--- src/rtl/sig4_pkg.sv ---
package sig4_pkg;

    typedef logic [1:0] lamp_t;
    localparam lamp_t LAMP_GO   = 2'b00;
    localparam lamp_t LAMP_STOP = 2'b01;

    localparam int NUM_APP = 4;

    typedef enum logic [1:0] {
        APP_A = 2'd0,
        APP_B = 2'd1,
        APP_C = 2'd2,
        APP_D = 2'd3
    } app_t;

    typedef enum logic [1:0] {
        PH_ROTATE = 2'd0,
        PH_DELAY  = 2'd1,
        PH_HOLD   = 2'd2
    } phase_t;

    typedef struct packed {
        phase_t ph;
        app_t   green;
        app_t   tgt;
    } ctl_t;

    // clockwise successor: A->D->C->B->A
    function automatic app_t cw_next(app_t a);
        return app_t'(a - 2'd1);
    endfunction

    // lowest-numbered requesting approach
    function automatic app_t pick_req(logic [NUM_APP-1:0] hit);
        app_t r = APP_A;
        for (int i = NUM_APP - 1; i >= 0; i--) begin
            if (hit[i]) r = app_t'(i);
        end
        return r;
    endfunction

endpackage

--- src/rtl/sig4_tick.sv ---
module sig4_tick #(
    parameter int CLK_HZ = 60
) (
    input  logic clk,
    input  logic rst_n,
    input  logic restart,
    output logic sec_tick
);
    localparam int PW = (CLK_HZ > 1) ? $clog2(CLK_HZ) : 1;
    localparam logic [PW-1:0] PRE_MAX = PW'(CLK_HZ - 1);

    logic [PW-1:0] pre;

    assign sec_tick = (pre == PRE_MAX);

    always_ff @(posedge clk) begin
        if (!rst_n || restart) pre <= '0;
        else if (sec_tick)     pre <= '0;
        else                   pre <= pre + 1'b1;
    end


    pre_range_chk: assert property (@(posedge clk) disable iff (!rst_n)
        pre <= PRE_MAX);

endmodule

--- src/rtl/sig4_sense.sv ---
module sig4_sense #(
    parameter int LANES = 4
) (
    input  logic             clk,
    input  logic             rst_n,
    input  logic [LANES-1:0] sens,
    output logic [LANES-1:0] hit
);
    logic [LANES-1:0] s1, s2;

    for (genvar i = 0; i < LANES; i++) begin : g_lane
        always_ff @(posedge clk) begin
            if (!rst_n) begin
                s1[i] <= 1'b0;
                s2[i] <= 1'b0;
            end else begin
                s1[i] <= sens[i];
                s2[i] <= s1[i];
            end
        end
        assign hit[i] = s1[i] & ~s2[i];
    end


    hit_once_chk: assert property (@(posedge clk) disable iff (!rst_n)
        (hit != '0) |=> ((hit & $past(hit)) == '0));

endmodule

--- src/rtl/sig4_phase.sv ---
module sig4_phase
    import sig4_pkg::*;
#(
    parameter int DWELL_S = 13
) (
    input  logic               clk,
    input  logic               rst_n,
    input  logic               sec_tick,
    input  logic [NUM_APP-1:0] hit,
    output logic               restart,
    output app_t               green
);
    localparam int HALF_S = DWELL_S / 2;
    localparam int SW = $clog2(DWELL_S + 1);
    localparam logic [SW-1:0] DW_L = SW'(DWELL_S);
    localparam logic [SW-1:0] HF_L = SW'(HALF_S);

    ctl_t          cur, nxt;
    logic [SW-1:0] secs, limit;
    logic          phase_end;
    app_t          req;

    assign limit     = (cur.ph == PH_DELAY) ? HF_L : DW_L;
    assign phase_end = sec_tick && (secs == limit - 1'b1);
    assign req       = pick_req(hit);
    assign green     = cur.green;

    always_comb begin
        nxt     = cur;
        restart = 1'b0;
        unique case (cur.ph)
            PH_ROTATE: begin
                if (hit != '0) begin
                    restart = 1'b1;
                    if (req == cur.green) begin
                        nxt.ph = PH_HOLD;
                    end else if (HALF_S == 0) begin
                        nxt.green = req;
                        nxt.ph    = PH_HOLD;
                    end else begin
                        nxt.tgt = req;
                        nxt.ph  = PH_DELAY;
                    end
                end else if (phase_end) begin
                    restart   = 1'b1;
                    nxt.green = cw_next(cur.green);
                end
            end
            PH_DELAY: begin
                if (phase_end) begin
                    restart   = 1'b1;
                    nxt.green = cur.tgt;
                    nxt.ph    = PH_HOLD;
                end
            end
            PH_HOLD: begin
                if (phase_end) begin
                    restart   = 1'b1;
                    nxt.green = cw_next(cur.green);
                    nxt.ph    = PH_ROTATE;
                end
            end
            default: begin
                restart = 1'b1;
                nxt.ph  = PH_ROTATE;
            end
        endcase
    end

    always_ff @(posedge clk) begin
        if (!rst_n) begin
            cur.ph    <= PH_ROTATE;
            cur.green <= APP_A;
            cur.tgt   <= APP_A;
            secs      <= '0;
        end else begin
            cur <= nxt;
            if (restart)       secs <= '0;
            else if (sec_tick) secs <= secs + 1'b1;
        end
    end


    secs_bound_chk: assert property (@(posedge clk) disable iff (!rst_n)
        secs < limit);


    rot_order_chk: assert property (@(posedge clk) disable iff (!rst_n)
        (cur.ph == PH_ROTATE && phase_end && hit == '0) |=>
            (green == cw_next($past(green))));


    delay_hold_chk: assert property (@(posedge clk) disable iff (!rst_n)
        (cur.ph == PH_DELAY && !phase_end) |=> $stable(green));


    served_chk: assert property (@(posedge clk) disable iff (!rst_n)
        (cur.ph == PH_DELAY && phase_end) |=>
            (green == $past(cur.tgt) && cur.ph == PH_HOLD));


    resume_chk: assert property (@(posedge clk) disable iff (!rst_n)
        (cur.ph == PH_HOLD && phase_end) |=>
            (green == cw_next($past(green)) && cur.ph == PH_ROTATE));

endmodule

--- src/rtl/sig4_ctrl.sv ---
module sig4_ctrl
    import sig4_pkg::*;
#(
    parameter int CLK_HZ  = 60,
    parameter int DWELL_S = 13
) (
    input  logic       clk,
    input  logic       rst_n,
    input  logic       sens_a,
    input  logic       sens_b,
    input  logic       sens_c,
    input  logic       sens_d,
    output logic [1:0] lamp_a,
    output logic [1:0] lamp_b,
    output logic [1:0] lamp_c,
    output logic [1:0] lamp_d
);
    logic [NUM_APP-1:0]   sens_v, hit;
    logic                 sec_tick, restart;
    app_t                 green;
    logic [2*NUM_APP-1:0] lamp_v;
    logic [NUM_APP-1:0]   go_mask;

    assign sens_v = {sens_d, sens_c, sens_b, sens_a};

    sig4_sense #(.LANES(NUM_APP)) u_sense (
        .clk   (clk),
        .rst_n (rst_n),
        .sens  (sens_v),
        .hit   (hit)
    );

    sig4_tick #(.CLK_HZ(CLK_HZ)) u_tick (
        .clk      (clk),
        .rst_n    (rst_n),
        .restart  (restart),
        .sec_tick (sec_tick)
    );

    sig4_phase #(.DWELL_S(DWELL_S)) u_phase (
        .clk      (clk),
        .rst_n    (rst_n),
        .sec_tick (sec_tick),
        .hit      (hit),
        .restart  (restart),
        .green    (green)
    );

    for (genvar i = 0; i < NUM_APP; i++) begin : g_lamp
        assign lamp_v[2*i +: 2] = (green == app_t'(i)) ? LAMP_GO : LAMP_STOP;
        assign go_mask[i]       = (lamp_v[2*i +: 2] == LAMP_GO);
    end

    assign lamp_a = lamp_v[1:0];
    assign lamp_b = lamp_v[3:2];
    assign lamp_c = lamp_v[5:4];
    assign lamp_d = lamp_v[7:6];


    lamp_code_chk: assert property (@(posedge clk) disable iff (!rst_n)
        !lamp_a[1] && !lamp_b[1] && !lamp_c[1] && !lamp_d[1]);


    one_green_chk: assert property (@(posedge clk) disable iff (!rst_n)
        $countones(go_mask) == 1);

endmodule

--- config.mk ---
export PLATFORM = sky130hd
export DESIGN_NAME = sig4_ctrl
export DESIGN_NICKNAME = d
export VERILOG_FILES = /design/src/rtl/sig4_pkg.sv /design/src/rtl/sig4_tick.sv /design/src/rtl/sig4_sense.sv /design/src/rtl/sig4_phase.sv /design/src/rtl/sig4_ctrl.sv
export SDC_FILE = /design/constraint.sdc
export NUM_CORES = 1
export LEC_CHECK = 0
export ABC_AREA = 1
export ABC_CLOCK_PERIOD_IN_PS = 3300
export CAP_MARGIN = 20
export CORE_AREA = 2 2 69 71
export DETAILED_ROUTE_END_ITERATION = 10
export DIE_AREA = 0 0 71 73
export GPL_TIMING_DRIVEN = 0
export PLACE_DENSITY = 0.57
export SLEW_MARGIN = 40
export SYNTH_ARGS = -nofsm -noshare
export SYNTH_HDL_FRONTEND = slang
export SYNTH_HIERARCHICAL = 1
export SYNTH_SLANG_ARGS = --single-unit
--- constraint.sdc ---
create_clock -name clk -period 3.3 [get_ports clk]
set_input_delay 0.66 -clock clk [delete_from_list [all_inputs] [get_ports clk]]
set_output_delay 0.66 -clock clk [all_outputs]
set_load 0.02 [all_outputs]
==> qor.txt, run 1 <==
outcome -> finished, final reports clean
# resized after CTS -> 0
critical path, cell by cell -> buf_4, inv_1, nand2_1, clkdlybuf4s50_1
Cell Rows -> 25
Overall Power -> 0.000964 W
vias -> 984
met2 WL -> 813 um
# setup viols final -> 0
critical path depth -> 4
H-tree depth -> 1
Worst-path clk slew -> 0.08 ns
Critical Path RT -> 2.64 ns
first drt pass iteration count -> 4
Placement Cell Area -> 1440 sq um
Clock Latency Late Sink -> 0.27 ns
Layout Nets -> 207
Worst R2R Path Depth -> 13
# Post-CTS Setup Buffers -> 0
r2r setup slk -> 1.37 ns
most common cell after layout, fill and taps aside -> nand2_1
Max Slew Vio Count -> 0
design area -> 1500 sq um
Max Used Layer -> met4
post-DP HPWL -> 1530 um
Filler cells -> 492
Fin. Hold Viols -> 0
total gr overflow -> 0
die area -> 5180 sq um
CP max stage cell -> clkdlybuf4s50_1
gpl congestion -> 0.735
post-synthesis sequential area ratio -> 37.7%
Total Wirelength -> 2020 um
Via density -> 3.97
Post-Synthesis Cells -> 178
Hold-fix buffers, CTS -> 0
WL met1 -> 1080 um
Hold WC Path Type -> reg2reg
area of the core -> 4540 sq um
GRT Resource Usage Total -> 9.09%
Seq cells post-synth -> 24
worst slack, placed -> 1.36 ns
Largest delay share family, worst path -> buffers and inverters
max frequency -> 0.447 GHz
Netlist cell types -> 25
met3 WL post-DR -> 75 um
max-capacitance violation count -> 0
max incr delay on CP -> 0.59 ns
routed wire length per instance -> 8.14 um
largest net degree at the start of global routing -> 14
clk buf depth -> 2
Die Y -> 73 um
IO Count -> 14
Post-Route Setup TNS -> 0 ns
clock sink count -> 24
crit-path max FO -> 6
Residual DRC -> 0
Initial DRC Count -> 34
Worst Slack Setup Final -> 1.06 ns
first-pass GRT wire length -> 3750 um
synthesized area -> 1270 sq um
port buffer count -> 9
area grow syn2layout -> 17.6%
RSZ-0062 raised after global routing -> no
most frequent cells in the layout -> 37 x nand2_1, 34 x inv_1, 24 x dfxtp_1, 21 x nor2_1, 11 x nand3_1
Starting Density -> 28.1%
clock buffer count from CTS -> 3
Synth Area per Inst -> 7.16 sq um
Worst VDD drop -> 0.172 mV
synth warn -> 6
antenna cell count -> 0
pwr/cell area -> 643 nW/um^2
Crit path buffers/inverters -> 3
number of antenna violations at the first check in global routing -> 0
Period minus WS final -> 2.24 ns
TritonCTS clock tree -> yes
vias in the first global route -> 881
Root Buffer -> clkbuf_8
Fin Clk Skew -> 0.00394 ns
Die W -> 71 um
Crit. End Element -> output port
Hold Path Depth -> 2
leakage power -> 0.715 nW
CP startpoint kind -> flip-flop
WS Path Type -> reg2out
Worst EP arrival -> 1.58 ns
share of post-route cells with drive strength above 1 -> 14.4%
Final period util -> 67.8%
Final ANT Viol Nets -> 0
-- cells in the mapped netlist --
cell type / n / area share (%)
o21ai_1: 1 / 0.39
ha_1: 6 / 5.9
nor2_1: 21 / 6.2
xor2_1: 5 / 3.4
nand4_1: 1 / 0.49
xnor2_1: 1 / 0.69
buf_2: 1 / 0.39
o21ai_0: 1 / 0.39
nand3_2: 4 / 3.1
a21oi_1: 9 / 3.5
nand2_1: 37 / 11
dfxtp_1: 24 / 38
nor2_2: 3 / 1.5
nand2_2: 4 / 2.0
buf_4: 6 / 3.5
nand3_1: 11 / 4.3
inv_1: 34 / 10
a21oi_2: 1 / 0.69
o21ai_2: 1 / 0.69
inv_2: 1 / 0.29
o21bai_1: 2 / 1.2
a21boi_2: 1 / 0.88
or2_4: 1 / 0.69
conb_1: 1 / 0.29
nor2_4: 1 / 0.88
-- through the flow --
stage | cells | util, % | hold WS, ns
after floorplan | 181 | - | 0.407
after global placement | 244 | 31.8 | 0.410
after detailed placement | 244 | 31.8 | 0.415
after CTS | 248 | 33.0 | 0.428
after global routing | 248 | 33.0 | 0.453
final | 248 | 33.0 | 0.427
-- flip-flops by register name (all words and copies together) (netlist names) --
register / flops
u_phase/green: 2
u_sense/s1: 4
u_phase/secs: 4
u_sense/s2: 4
u_tick/pre: 6
u_phase/cur: 4
-- logic make-up after synthesis --
group | synth area share [%]
compound gates | 7.75
xor+xnor | 4.12
fa+ha+maj | 5.89
buf+inv | 14.2
flops | 37.7
other cells | 0.294
simple gates | 30.0
-- per-layer routing --
metal  track usage [%]  up-vias
met4              5.03        0
met5                 0        -
met1              11.4      406
met2              14.6       14
met3              1.80        4
li1                  -      560
-- cell type report --
| class | count | area, sq um | area share, % |
|---|---|---|---|
| sequential | 24 | 480 | 32.1 |
| timing repair buffer | 9 | 90.1 | 6.01 |
| multi-input combinational | 115 | 624 | 41.7 |
| clock buffer | 4 | 55.1 | 3.67 |
| inverter | 35 | 131 | 8.76 |
| buffer | 7 | 50.0 | 3.34 |
| tap | 54 | 67.6 | 4.51 |
-- power breakdown --
group / switching (W) / internal (W)
sequential: 0.0000364 / 0.000329
clock: 0.0000965 / 0.000107
combinational: 0.000227 / 0.000168
-- worst paths after layout --
| path | from | to |
|---|---|---|
| worst max-delay path | u_phase/green[0]$_SDFFE_PN0P_ | lamp_a[0] |
| worst min-delay path | u_sense/s1[3]$_SDFF_PN0_ | u_sense/s2[3]$_SDFF_PN0_ |
| worst max register to register | u_tick/pre[0]$_SDFF_PP0_ | u_tick/pre[3]$_SDFF_PP0_ |
| worst min register to register | u_sense/s1[3]$_SDFF_PN0_ | u_sense/s2[3]$_SDFF_PN0_ |
-- worst register-to-register path: stages (launching register included) --
cell      delay (ns)
dfxtp_1         0.38
ha_1            0.18
inv_1           0.05
nor2_1          0.14
nand3_2         0.10
inv_1           0.16
nand2_1         0.09
nor2_2          0.09
nand3_2         0.11
o21bai_1        0.21
nand2_1         0.09
nor2_1          0.06
nand2_2         0.12
nor2_1          0.06
Note: power is estimated with default switching activity, not from simulation.
==> run 2, diff against run 1 <==
--- a/config.mk
+++ b/config.mk
@@ -6,7 +6,7 @@
 export NUM_CORES = 1
 export LEC_CHECK = 0
 export ABC_AREA = 1
-export ABC_CLOCK_PERIOD_IN_PS = 3300
+export ABC_CLOCK_PERIOD_IN_PS = 2100
 export CAP_MARGIN = 20
 export CORE_AREA = 2 2 69 71
 export DETAILED_ROUTE_END_ITERATION = 10
==> constraint.sdc (replaced) <==
create_clock -name clk -period 2.1 [get_ports clk]
set_input_delay 0.42 -clock clk [delete_from_list [all_inputs] [get_ports clk]]
set_output_delay 0.42 -clock clk [all_outputs]
set_load 0.02 [all_outputs]
==> run 2 against run 1 <==
Count of clock-buffer cells in the layout unchanged. Die area unchanged. Sequential power up 58%. Clock skew unchanged. Non-clock buffer count unchanged. Worst hold slack unchanged. Critical path type unchanged. Largest cell class unchanged. Highest routed layer unchanged.
==> qor.txt, run 2 (same netlist as run 1, synthesis figures left out) <==
Final ANT Viol Nets -> 0
Largest register FFs -> 6
Fin. Hold Viols -> 0
clock power share -> 21.0%
Post-Route Setup TNS -> 0 ns
Max Slew Vio Count -> 0
Initial DRC Count -> 34
Residual DRC -> 0
first-pass GRT wire length -> 3750 um
WS Path Type -> reg2out
GRT Resource Usage Total -> 9.09%
Switching Share -> 37.3%
Hold WC Path Type -> reg2reg
most common cell after layout, fill and taps aside -> nand2_1
final core occ -> 33.1%
Cell Rows -> 25
Die Y -> 73 um
Overall Power -> 0.00152 W
pwr/cell area -> 1010 nW/um^2
port buffer count -> 9
antenna cell count -> 0
Worst Slack Setup Final -> 0.140 ns
Starting Density -> 28.1%
die area -> 5180 sq um
Int Pwr -> 0.000951 W
clk buf depth -> 2
leakage power -> 0.716 nW
max frequency -> 0.510 GHz
max-capacitance violation count -> 0
outcome -> finished, final reports clean
H-tree depth -> 1
vias in the first global route -> 881
critical path, cell by cell -> buf_4, inv_1, nand2_1, clkdlybuf4s50_1
Worst EP arrival -> 1.54 ns
total gr overflow -> 0
area of the core -> 4540 sq um
register name with the most flops -> u_tick/pre
# setup viols final -> 0
vias -> 984
Period minus WS final -> 1.96 ns
busiest layer in global routing -> met2
Hold-fix buffers, CTS -> 0
GR Util met2 -> 14.6%
Root Buffer -> clkbuf_8
Total Wirelength -> 2020 um
largest net degree at the start of global routing -> 14
Via density -> 3.97
crit-path max FO -> 5
Crit. End Element -> output port
number of antenna violations at the first check in global routing -> 0
CP max stage cell -> clkdlybuf4s50_1
Clock Latency Late Sink -> 0.27 ns
Flop pwr share -> 38.0%
clock buffer count from CTS -> 3
post-DP HPWL -> 1530 um
RSZ-0062 raised after global routing -> no
Layout Nets -> 207
combinational share of power -> 41.0%
met3 Track Usage GR -> 1.80%
gpl congestion -> 0.735
CP startpoint kind -> flip-flop
area grow syn2layout -> 17.7%
clock sink count -> 24
Final period util -> 93.3%
most frequent cells in the layout -> 37 x nand2_1, 34 x inv_1, 23 x dfxtp_1, 21 x nor2_1, 11 x nand3_1
TritonCTS clock tree -> yes
max incr delay on CP -> 0.59 ns
routed wire length per instance -> 8.14 um
switching power -> 0.000566 W
first drt pass iteration count -> 4
share of post-route cells with drive strength above 1 -> 14.9%
Worst-path clk slew -> 0.08 ns
Fin Clk Skew -> 0.00394 ns
Die W -> 71 um
worst slack, placed -> 0.180 ns
met1 usage -> 11.4%
IO Count -> 14
Worst VDD drop -> 0.271 mV
Critical Path RT -> 1.68 ns
run 2: final timing paths:
check	from	to	slack, ns	cells after the start
worst min-delay path	u_sense/s1[3]$_SDFF_PN0_	u_sense/s2[3]$_SDFF_PN0_	0.43	2
worst max-delay path	u_phase/green[1]$_SDFFE_PN0P_	lamp_a[0]	0.14	4
worst min register to register	u_sense/s1[3]$_SDFF_PN0_	u_sense/s2[3]$_SDFF_PN0_	0.43	2
worst max register to register	u_tick/pre[0]$_SDFF_PP0_	u_tick/pre[3]$_SDFF_PP0_	0.17	13
run 2: area by class of cell:
class	instances	area (sq um)
Clock buffer	4	55.1
Tap cell	54	67.6
Multi-Input combinational cell	115	624
Timing Repair Buffer	9	90.1
Fill cell	493	3040
Inverter	35	131
Sequential cell	24	482
Buffer	7	50.0
run 2: per-layer routing:
metal | vias to the layer above | wire [um]
met1 | 406 | 1080
met2 | 14 | 813
li1 | 560 | -
met5 | - | 0
met3 | 4 | 75
met4 | 0 | 46
run 2: stage by stage:
stage / instances / cell area (sq um) / hold WS [ns]
6_report: 248 / 1500 / 0.427
4_1_cts: 248 / 1500 / 0.428
3_5_place_dp: 244 / 1440 / 0.415
3_3_place_gp: 244 / 1440 / 0.410
5_1_grt: 248 / 1500 / 0.453
2_1_floorplan: 181 / 1290 / 0.407
run 2: timing repair:
action | CTS | global route
buffers inserted | 0 | 0
resized for setup | 0 | 1
setup endpoints to repair | 0 | 1
run 2: power groups by stage:
stage               clock network (W)  logic, W  registers, W
floorplan                           0  0.000477      0.000572
global placement                    0  0.000617      0.000586
detailed placement                  0  0.000621      0.000587
CTS                          0.000335  0.000623      0.000576
global route                 0.000353  0.000710      0.000588
finish                       0.000319  0.000621      0.000577
run 2: worst max-delay path: cells and delay by family, from the launching register on:
kind | cells | cell delay, ns
simple gates | 1 | 0.05
flops | 1 | 0.43
buf+inv | 3 | 0.78
